===== src/rtl/spi_rr_pkg.sv =====
package spi_rr_pkg;

  typedef enum logic [2:0] {
    ST_IDLE  = 3'd0,
    ST_CMD   = 3'd1,
    ST_DUMMY = 3'd2,
    ST_DATA  = 3'd3,
    ST_DONE  = 3'd4
  } rr_state_e;

  localparam logic [2:0] OPC_READ = 3'b000;

  // operation code sits in the top three bits of the command byte
  function automatic logic [2:0] opc_of(input logic [7:0] cmd);
    return cmd[7:5];
  endfunction

  // register address sits in the low five bits
  function automatic logic [4:0] addr_of(input logic [7:0] cmd);
    return cmd[4:0];
  endfunction

  // saturating increment for the bit counter
  function automatic logic [4:0] sat_inc(input logic [4:0] v);
    return (v == 5'd31) ? v : v + 5'd1;
  endfunction

endpackage


===== src/rtl/spi_rr_sync.sv =====
module spi_rr_sync #(
  parameter int WIDTH  = 3,
  parameter int STAGES = 2,
  parameter logic [WIDTH-1:0] RST_VAL = '0
) (
  input  logic             clk,
  input  logic             rst_n,
  input  logic [WIDTH-1:0] din,
  output logic [WIDTH-1:0] dout
);

  for (genvar b = 0; b < WIDTH; b++) begin : g_bit
    logic [STAGES-1:0] chain;
    always_ff @(posedge clk or negedge rst_n) begin
      if (!rst_n) chain <= {STAGES{RST_VAL[b]}};
      else        chain <= {chain[STAGES-2:0], din[b]};
    end
    assign dout[b] = chain[STAGES-1];
  end

endmodule


===== src/rtl/spi_rr_rx.sv =====
module spi_rr_rx #(
  parameter int CMD_W = 8,
  parameter int CNT_W = 5
) (
  input  logic             clk,
  input  logic             rst_n,
  input  logic             clr,
  input  logic             rise,
  input  logic             mosi,
  output logic [CMD_W-1:0] cmd_q,
  output logic             cmd_done,
  output logic [CNT_W-1:0] bit_cnt
);
  import spi_rr_pkg::*;

  localparam logic [CNT_W-1:0] LAST_CMD = CNT_W'(CMD_W - 1);
  localparam logic [CNT_W-1:0] CMD_LEN  = CNT_W'(CMD_W);

  always_ff @(posedge clk or negedge rst_n) begin
    if (!rst_n) begin
      cmd_q    <= '0;
      cmd_done <= 1'b0;
      bit_cnt  <= '0;
    end else if (clr) begin
      cmd_q    <= '0;
      cmd_done <= 1'b0;
      bit_cnt  <= '0;
    end else begin
      cmd_done <= 1'b0;
      if (rise) begin
        bit_cnt <= sat_inc(bit_cnt);
        if (bit_cnt < CMD_LEN) begin
          cmd_q    <= {cmd_q[CMD_W-2:0], mosi};
          cmd_done <= (bit_cnt == LAST_CMD);
        end
      end
    end
  end

  AST_DONE_PULSE: assert property (@(posedge clk) disable iff (!rst_n)
    cmd_done |=> !cmd_done) else $error("command done not a pulse");

endmodule


===== src/rtl/spi_rr_tx.sv =====
module spi_rr_tx #(
  parameter int DATA_W = 8
) (
  input  logic              clk,
  input  logic              rst_n,
  input  logic              clr,
  input  logic              fall,
  input  logic              load,
  input  logic [DATA_W-1:0] load_val,
  input  logic              send_zero,
  input  logic              send_data,
  input  logic              go_quiet,
  output logic              miso,
  output logic              oe,
  output logic              last_bit
);

  localparam int BIT_W = $clog2(DATA_W);
  localparam logic [BIT_W-1:0] LAST_IDX = BIT_W'(DATA_W - 1);

  logic [DATA_W-1:0] data_q;
  logic [BIT_W-1:0]  obit;
  logic              shifting;

  assign shifting = send_zero | send_data;
  assign last_bit = fall && shifting && (obit == LAST_IDX);

  always_ff @(posedge clk or negedge rst_n) begin
    if (!rst_n) begin
      data_q <= '0;
      obit   <= '0;
      miso   <= 1'b0;
      oe     <= 1'b0;
    end else if (clr) begin
      data_q <= '0;
      obit   <= '0;
      miso   <= 1'b0;
      oe     <= 1'b0;
    end else begin
      if (load) begin
        data_q <= load_val;
        obit   <= '0;
      end
      if (fall) begin
        if (shifting) begin
          oe   <= 1'b1;
          obit <= obit + 1'b1;
          if (send_data) begin
            miso   <= data_q[DATA_W-1];
            data_q <= {data_q[DATA_W-2:0], 1'b0};
          end else begin
            miso <= 1'b0;
          end
        end else if (go_quiet) begin
          oe   <= 1'b0;
          miso <= 1'b0;
        end
      end
    end
  end

  AST_OE_ON_FALL: assert property (@(posedge clk) disable iff (!rst_n)
    $rose(oe) |-> $past(fall)) else $error("enable rose without SCK fall");

endmodule


===== src/rtl/spi_regrd_responder.sv =====
module spi_regrd_responder #(
  parameter int OPC_W  = 3,
  parameter int ADDR_W = 5,
  parameter int DATA_W = 8,
  parameter int BANK_W = 2,
  parameter int CNT_W  = 5,
  parameter int SYNC_STAGES = 2,
  localparam int CMD_W = OPC_W + ADDR_W,
  localparam int MAP_W = (1 << BANK_W) * (1 << ADDR_W)
) (
  input  logic              clk,
  input  logic              rst_n,
  input  logic              spi_csn,
  input  logic              spi_sck,
  input  logic              spi_mosi,
  output logic              spi_miso,
  output logic              spi_miso_oe,
  input  logic [BANK_W-1:0] bank_sel,
  input  logic [MAP_W-1:0]  slow_map,
  output logic [ADDR_W-1:0] rd_addr,
  output logic              rd_req,
  input  logic [DATA_W-1:0] rd_data
);
  import spi_rr_pkg::*;

  // synchronized pins: {csn, sck, mosi}
  logic [2:0] pins_s;
  logic       csn_s, sck_s, mosi_s, sck_q;
  logic       sck_rise, sck_fall;

  spi_rr_sync #(.WIDTH(3), .STAGES(SYNC_STAGES), .RST_VAL(3'b100)) u_sync (
    .clk  (clk),
    .rst_n(rst_n),
    .din  ({spi_csn, spi_sck, spi_mosi}),
    .dout (pins_s)
  );
  assign {csn_s, sck_s, mosi_s} = pins_s;

  always_ff @(posedge clk or negedge rst_n) begin
    if (!rst_n) sck_q <= 1'b0;
    else        sck_q <= sck_s;
  end
  assign sck_rise =  sck_s & ~sck_q;
  assign sck_fall = ~sck_s &  sck_q;

  // command receiver
  logic [CMD_W-1:0] cmd_q;
  logic             cmd_done;
  logic [CNT_W-1:0] bit_cnt;

  spi_rr_rx #(.CMD_W(CMD_W), .CNT_W(CNT_W)) u_rx (
    .clk     (clk),
    .rst_n   (rst_n),
    .clr     (csn_s),
    .rise    (sck_rise),
    .mosi    (mosi_s),
    .cmd_q   (cmd_q),
    .cmd_done(cmd_done),
    .bit_cnt (bit_cnt)
  );

  logic [OPC_W-1:0]  cmd_opc;
  logic [ADDR_W-1:0] cmd_addr;
  logic              opc_is_read;
  logic              slow_hit;
  rr_state_e         state, state_nx;
  logic              last_bit;

  assign cmd_opc     = opc_of(cmd_q);
  assign cmd_addr    = addr_of(cmd_q);
  assign opc_is_read = (cmd_opc == OPC_READ);
  assign slow_hit    = slow_map[{bank_sel, cmd_addr}];

  assign rd_addr = cmd_addr;
  assign rd_req  = cmd_done && opc_is_read && (state == ST_CMD);

  always_comb begin
    state_nx = state;
    case (state)
      ST_IDLE:  state_nx = ST_CMD;
      ST_CMD:   if (cmd_done) state_nx = !opc_is_read ? ST_DONE :
                                         (slow_hit ? ST_DUMMY : ST_DATA);
      ST_DUMMY: if (last_bit) state_nx = ST_DATA;
      ST_DATA:  if (last_bit) state_nx = ST_DONE;
      ST_DONE:  state_nx = ST_DONE;
      default:  state_nx = ST_IDLE;
    endcase
  end

  always_ff @(posedge clk or negedge rst_n) begin
    if (!rst_n)     state <= ST_IDLE;
    else if (csn_s) state <= ST_IDLE;
    else            state <= state_nx;
  end

  spi_rr_tx #(.DATA_W(DATA_W)) u_tx (
    .clk      (clk),
    .rst_n    (rst_n),
    .clr      (csn_s),
    .fall     (sck_fall),
    .load     (rd_req),
    .load_val (rd_data),
    .send_zero(state == ST_DUMMY),
    .send_data(state == ST_DATA),
    .go_quiet (state == ST_DONE),
    .miso     (spi_miso),
    .oe       (spi_miso_oe),
    .last_bit (last_bit)
  );

  AST_CS_QUIET: assert property (@(posedge clk) disable iff (!rst_n)
    csn_s |=> (state == ST_IDLE && !spi_miso_oe)) else $error("CS high not honoured");
  AST_BADOP_SILENT: assert property (@(posedge clk) disable iff (!rst_n)
    (state == ST_DONE && !spi_miso_oe) |=> !spi_miso_oe) else $error("output after reject");
  AST_CMD_COUNT: assert property (@(posedge clk) disable iff (!rst_n)
    (state == ST_CMD) |-> (bit_cnt <= CNT_W'(CMD_W))) else $error("command overrun");
  AST_DUMMY_LOW: assert property (@(posedge clk) disable iff (!rst_n)
    (state == ST_DUMMY) |-> !spi_miso) else $error("dummy byte not zero");
  AST_HIZ_IN_CMD: assert property (@(posedge clk) disable iff (!rst_n)
    (state == ST_IDLE || state == ST_CMD) |-> !spi_miso_oe) else $error("driven during command");
  AST_HOLD_OFF_FALL: assert property (@(posedge clk) disable iff (!rst_n)
    (!sck_fall && !csn_s) |=> ($stable(spi_miso) && $stable(spi_miso_oe))) else $error("output moved without fall");
  AST_READ_ONCE: assert property (@(posedge clk) disable iff (!rst_n)
    rd_req |=> !rd_req) else $error("read strobe too long");

endmodule


===== config.mk =====
export PLATFORM = sky130hd
export DESIGN_NAME = spi_regrd_responder
export DESIGN_NICKNAME = d
export VERILOG_FILES = /design/src/rtl/spi_rr_pkg.sv /design/src/rtl/spi_rr_sync.sv /design/src/rtl/spi_rr_rx.sv /design/src/rtl/spi_rr_tx.sv /design/src/rtl/spi_regrd_responder.sv
export SDC_FILE = /design/constraint.sdc
export NUM_CORES = 1
export LEC_CHECK = 0
export ABC_AREA = 1
export BUFFER_PORTS_ARGS = -buffer_cell sky130_fd_sc_hd__clkbuf_2
export CAP_MARGIN = 20
export CORE_ASPECT_RATIO = 0.5
export CORE_MARGIN = 2
export CORE_UTILIZATION = 40
export CTS_CLUSTER_DIAMETER = 200
export DETAILED_ROUTE_END_ITERATION = 10
export PLACE_DENSITY = 0.81
export SYNTH_ARGS = -nofsm -noshare
export SYNTH_HDL_FRONTEND = slang
export SYNTH_SLANG_ARGS = --single-unit

===== constraint.sdc =====
create_clock -name clk -period 2.4 [get_ports clk]
set_clock_uncertainty 0.2 [all_clocks]
set_input_delay 0.24 -clock clk [delete_from_list [all_inputs] [get_ports clk]]
set_output_delay 0.24 -clock clk [all_outputs]
set_load 0.01 [all_outputs]

==> results.md <==
| Quantity | This run |
|---|---|
| Antenna cell count | 0 |
| Post-route standard cell area excluding fillers | 3877 um2 |
| Net count, final | 763 |
| Most area-hungry cell type in the Yosys netlist | sky130_fd_sc_hd__dfrtp_1 |
| Synth warn | 0 |
| Number of storage elements in the synthesis netlist | 37 |
| Most used cells in the layout excluding fill and tap cells | 191 x sky130_fd_sc_hd__nand2_1, 150 x sky130_fd_sc_hd__clkbuf_2, 122 x sky130_fd_sc_hd__nand3_1 |
| Required time of the critical path | 1960 ps |
| Critical path startpoint category | flip-flop |
| CTS tree | done |
| VDD IR-drop max | 0.4070 mV |
| Sequential fraction of the synthesis area | 31.55% |
| P per Cell Area | 530.8 nW/um2 |
| Final Core Density | 53.56% |
| Placed standard-cell area | 3667 um2 |
| Path type of the worst min-delay path | input pin to flip-flop |
| Number of DRC violations after detailed-routing iteration 0 | 184 |
| Final hold viol count | 0 |
| Routed WL per cell | 11.93 um |
| Cell area after synthesis | 2943 um2 |
| Total gr overflow | 0 |
| Antenna violations before repair | 0 |
| Most common library cell in the layout ignoring fill and taps | sky130_fd_sc_hd__nand2_1 |
| Die X | 125.3 um |
| Die height | 64.65 um |
| Max Transition Viols Final | 0 |
| H-tree levels | 2 |
| Share of Yosys cell area claimed by the top area cell type | 29.76% |
| Post-route antenna net violation count | 0 |
| Signed area change from the synthesized netlist to the final layout | 31.76% |
| Detailed-route vias per instance | 4.993 |
| Count of distinct cell types in the synthesized netlist | 21 |
| Number of iterations in the first detailed-routing pass | 5 |
| Final clock period utilization by the worst path | 92.23% |
| Upper clock frequency limit | 0.4517 GHz |
| Final hold slack | 28.98 ps |
| Leakage component of the power | 2.181 nW |
| GR Util All Layers | 20.75% |
| Effective utilization at floorplan | 40.65% |
| Worst slew margin relative to its limit | 55.05% |
| Outcome | finished, final reports clean |
| Cell types occupying the most area after synthesis | sky130_fd_sc_hd__dfrtp_1 30%, sky130_fd_sc_hd__nand2_1 24%, sky130_fd_sc_hd__nand3_1 21%, sky130_fd_sc_hd__o21ai_0 3.6%, sky130_fd_sc_hd__inv_1 3.3% |
| Pin count of the biggest net entering global routing | 45 |
| Min Clock Period, post-route | 2214 ps |
| Count of mapped cells out of synthesis | 482 |
| Area of the die | 8101 um2 |
| Post-detailed-routing wire length | 8.508 mm |
| Weighted congestion reported at the end of routability-driven placement | 0.8508 |
| Buffer levels on the longest clock path | 2 |
| Final routed DRC violation total | 0 |
| Vias in the first global route | 3,225 |
| Total clock sinks | 37 |
| Arrival time of data at the critical path endpoint | 1770 ps |
| Category of the worst setup path capture point | primary output |
| Critical path class | flip-flop to primary output |
| Worst-skew pair later-pin latency | 280 ps |
| Total power | 2.058 mW |
| Via Count | 3,560 |
| Reg clk slew, reported paths | 60 ps |
| Unrepaired setup endpoints after global routing | no |
| Fraction of final layout cells sized beyond drive strength 1 | 27.55% |
| Crit Path Max Fanout | 17 |
| Setup Total Neg Slack | 0 ps |
| Post-DP HPWL | 6.406 mm |
| Root buffer cell | sky130_fd_sc_hd__clkbuf_16 |
| Top-Level Pins | 151 |
| Synthesized net count | 629 |
| Number of port buffers | 150 |
| Worst slew pin tran | 674.3 ps |
| Total clock buffers created by CTS | 5 |
| Setup violations, final | 0 |
| Max Cap Violations | 0 |
| Row cnt | 22 |
| Floorplan core area | 7239 um2 |
| Global-route wire length before repair | 13.99 mm |
| Mean instance size in the synthesized netlist | 6.105 um2 |
==> per-layer routing <==
| layer | part of all wire, % | track usage (%) | wire length, um |
|---|---|---|---|
| met5 | 0 | 0 | 0 |
| met3 | 6.2 | 4.542 | 527 |
| met1 | 46 | 27.25 | 3882 |
| met2 | 47 | 35.05 | 4007 |
| met4 | 1.1 | 5.556 | 91 |
==> per-stage QoR <==
stage	setup slack (ps)	instances
after floorplan	599.3	482
after global placement	358.7	701
after detailed placement	333.1	701
after CTS	82.17	713
after global routing	31.22	713
final	186.4	713
==> repair_timing <==
item                                    CTS  global route
endpoints found under the setup margin    0             1
buffers inserted                          0             0
hold buffers                              4             0
hold endpoints to repair                 29             0
gates resized for setup                   0             1
==> worst max-delay path, stage by stage, from the launching register on <==
cell                       delay [ps]
sky130_fd_sc_hd__dfrtp_1          420
sky130_fd_sc_hd__nor3_1           280
sky130_fd_sc_hd__inv_1            110
sky130_fd_sc_hd__nor2_1           210
sky130_fd_sc_hd__nand2_2          220
sky130_fd_sc_hd__inv_1            120
sky130_fd_sc_hd__clkbuf_2         130
==> sequential cells by signal, indices dropped and copies added (netlist names) <==
| name | count |
|---|---|
| u_tx.data_q | 8 |
| u_tx.oe | 1 |
| state | 3 |
| u_rx.cmd_q | 8 |
| sck_q | 1 |
| u_rx.bit_cnt | 5 |
| u_tx.obit | 3 |
| u_rx.cmd_done | 1 |
| u_sync.g_bit.chain | 6 |
| u_tx.miso | 1 |
==> area by class of cell <==
type	instances	area (um2)
Sequential cell	37	929.6
Fill cell	731	3362
Clock buffer	6	128.9
Tap cell	96	120.1
Clock inverter	2	38.79
Multi-Input combinational cell	381	1704
Timing Repair Buffer	161	843.3
Inverter	30	112.6
==> logic make-up after synthesis <==
logic type | after synthesis | share of synthesized area (%)
DFF | 37 | 31.55
adders and majority gates | 4 | 1.701
AOI/OAI and AO/OA | 41 | 7.823
and+or+nand+nor | 336 | 48.30
buffers and inverters | 64 | 10.63
==> synth_stat cells <==
cell,count
sky130_fd_sc_hd__nand2_1,192
sky130_fd_sc_hd__ha_1,4
sky130_fd_sc_hd__inv_2,2
sky130_fd_sc_hd__a21oi_1,6
sky130_fd_sc_hd__o21ai_0,21
sky130_fd_sc_hd__clkbuf_1,5
sky130_fd_sc_hd__nor2_1,17
sky130_fd_sc_hd__o21a_1,1
sky130_fd_sc_hd__o32ai_1,1
sky130_fd_sc_hd__a211oi_1,3
sky130_fd_sc_hd__nand4_1,1
sky130_fd_sc_hd__nand3_1,122
sky130_fd_sc_hd__buf_2,16
sky130_fd_sc_hd__nor3_1,4
sky130_fd_sc_hd__dfstp_2,2
sky130_fd_sc_hd__clkinv_1,2
sky130_fd_sc_hd__o22ai_1,9
sky130_fd_sc_hd__buf_4,12
sky130_fd_sc_hd__dfrtp_1,35
sky130_fd_sc_hd__inv_1,26
sky130_fd_sc_hd__buf_6,1
==> report_power, final <==
group	leakage, nW	internal [mW]	switching [mW]	total (mW)
clock	0.0810	0.492	0.240	0.732
sequential	0.490	0.663	0.0333	0.696
combinational	1.61	0.253	0.377	0.630
==> worst paths after layout <==
kind                                                from                        to  slack [ps]  depth (start not counted)
worst max register to register             u_rx.cmd_q[0]                  state[0]         360                         15
max in group asynchronous                          rst_n  u_sync.g_bit[2].chain[0]         980                          3
min in group asynchronous                          rst_n                   u_tx.oe         330                          2
worst max-delay path                            state[1]                    rd_req         190                          6
worst min-delay path                          rd_data[0]            u_tx.data_q[0]          30                          3
worst min register to register  u_sync.g_bit[2].chain[0]  u_sync.g_bit[2].chain[1]         150                          0
(Power assumes the default switching activity.)
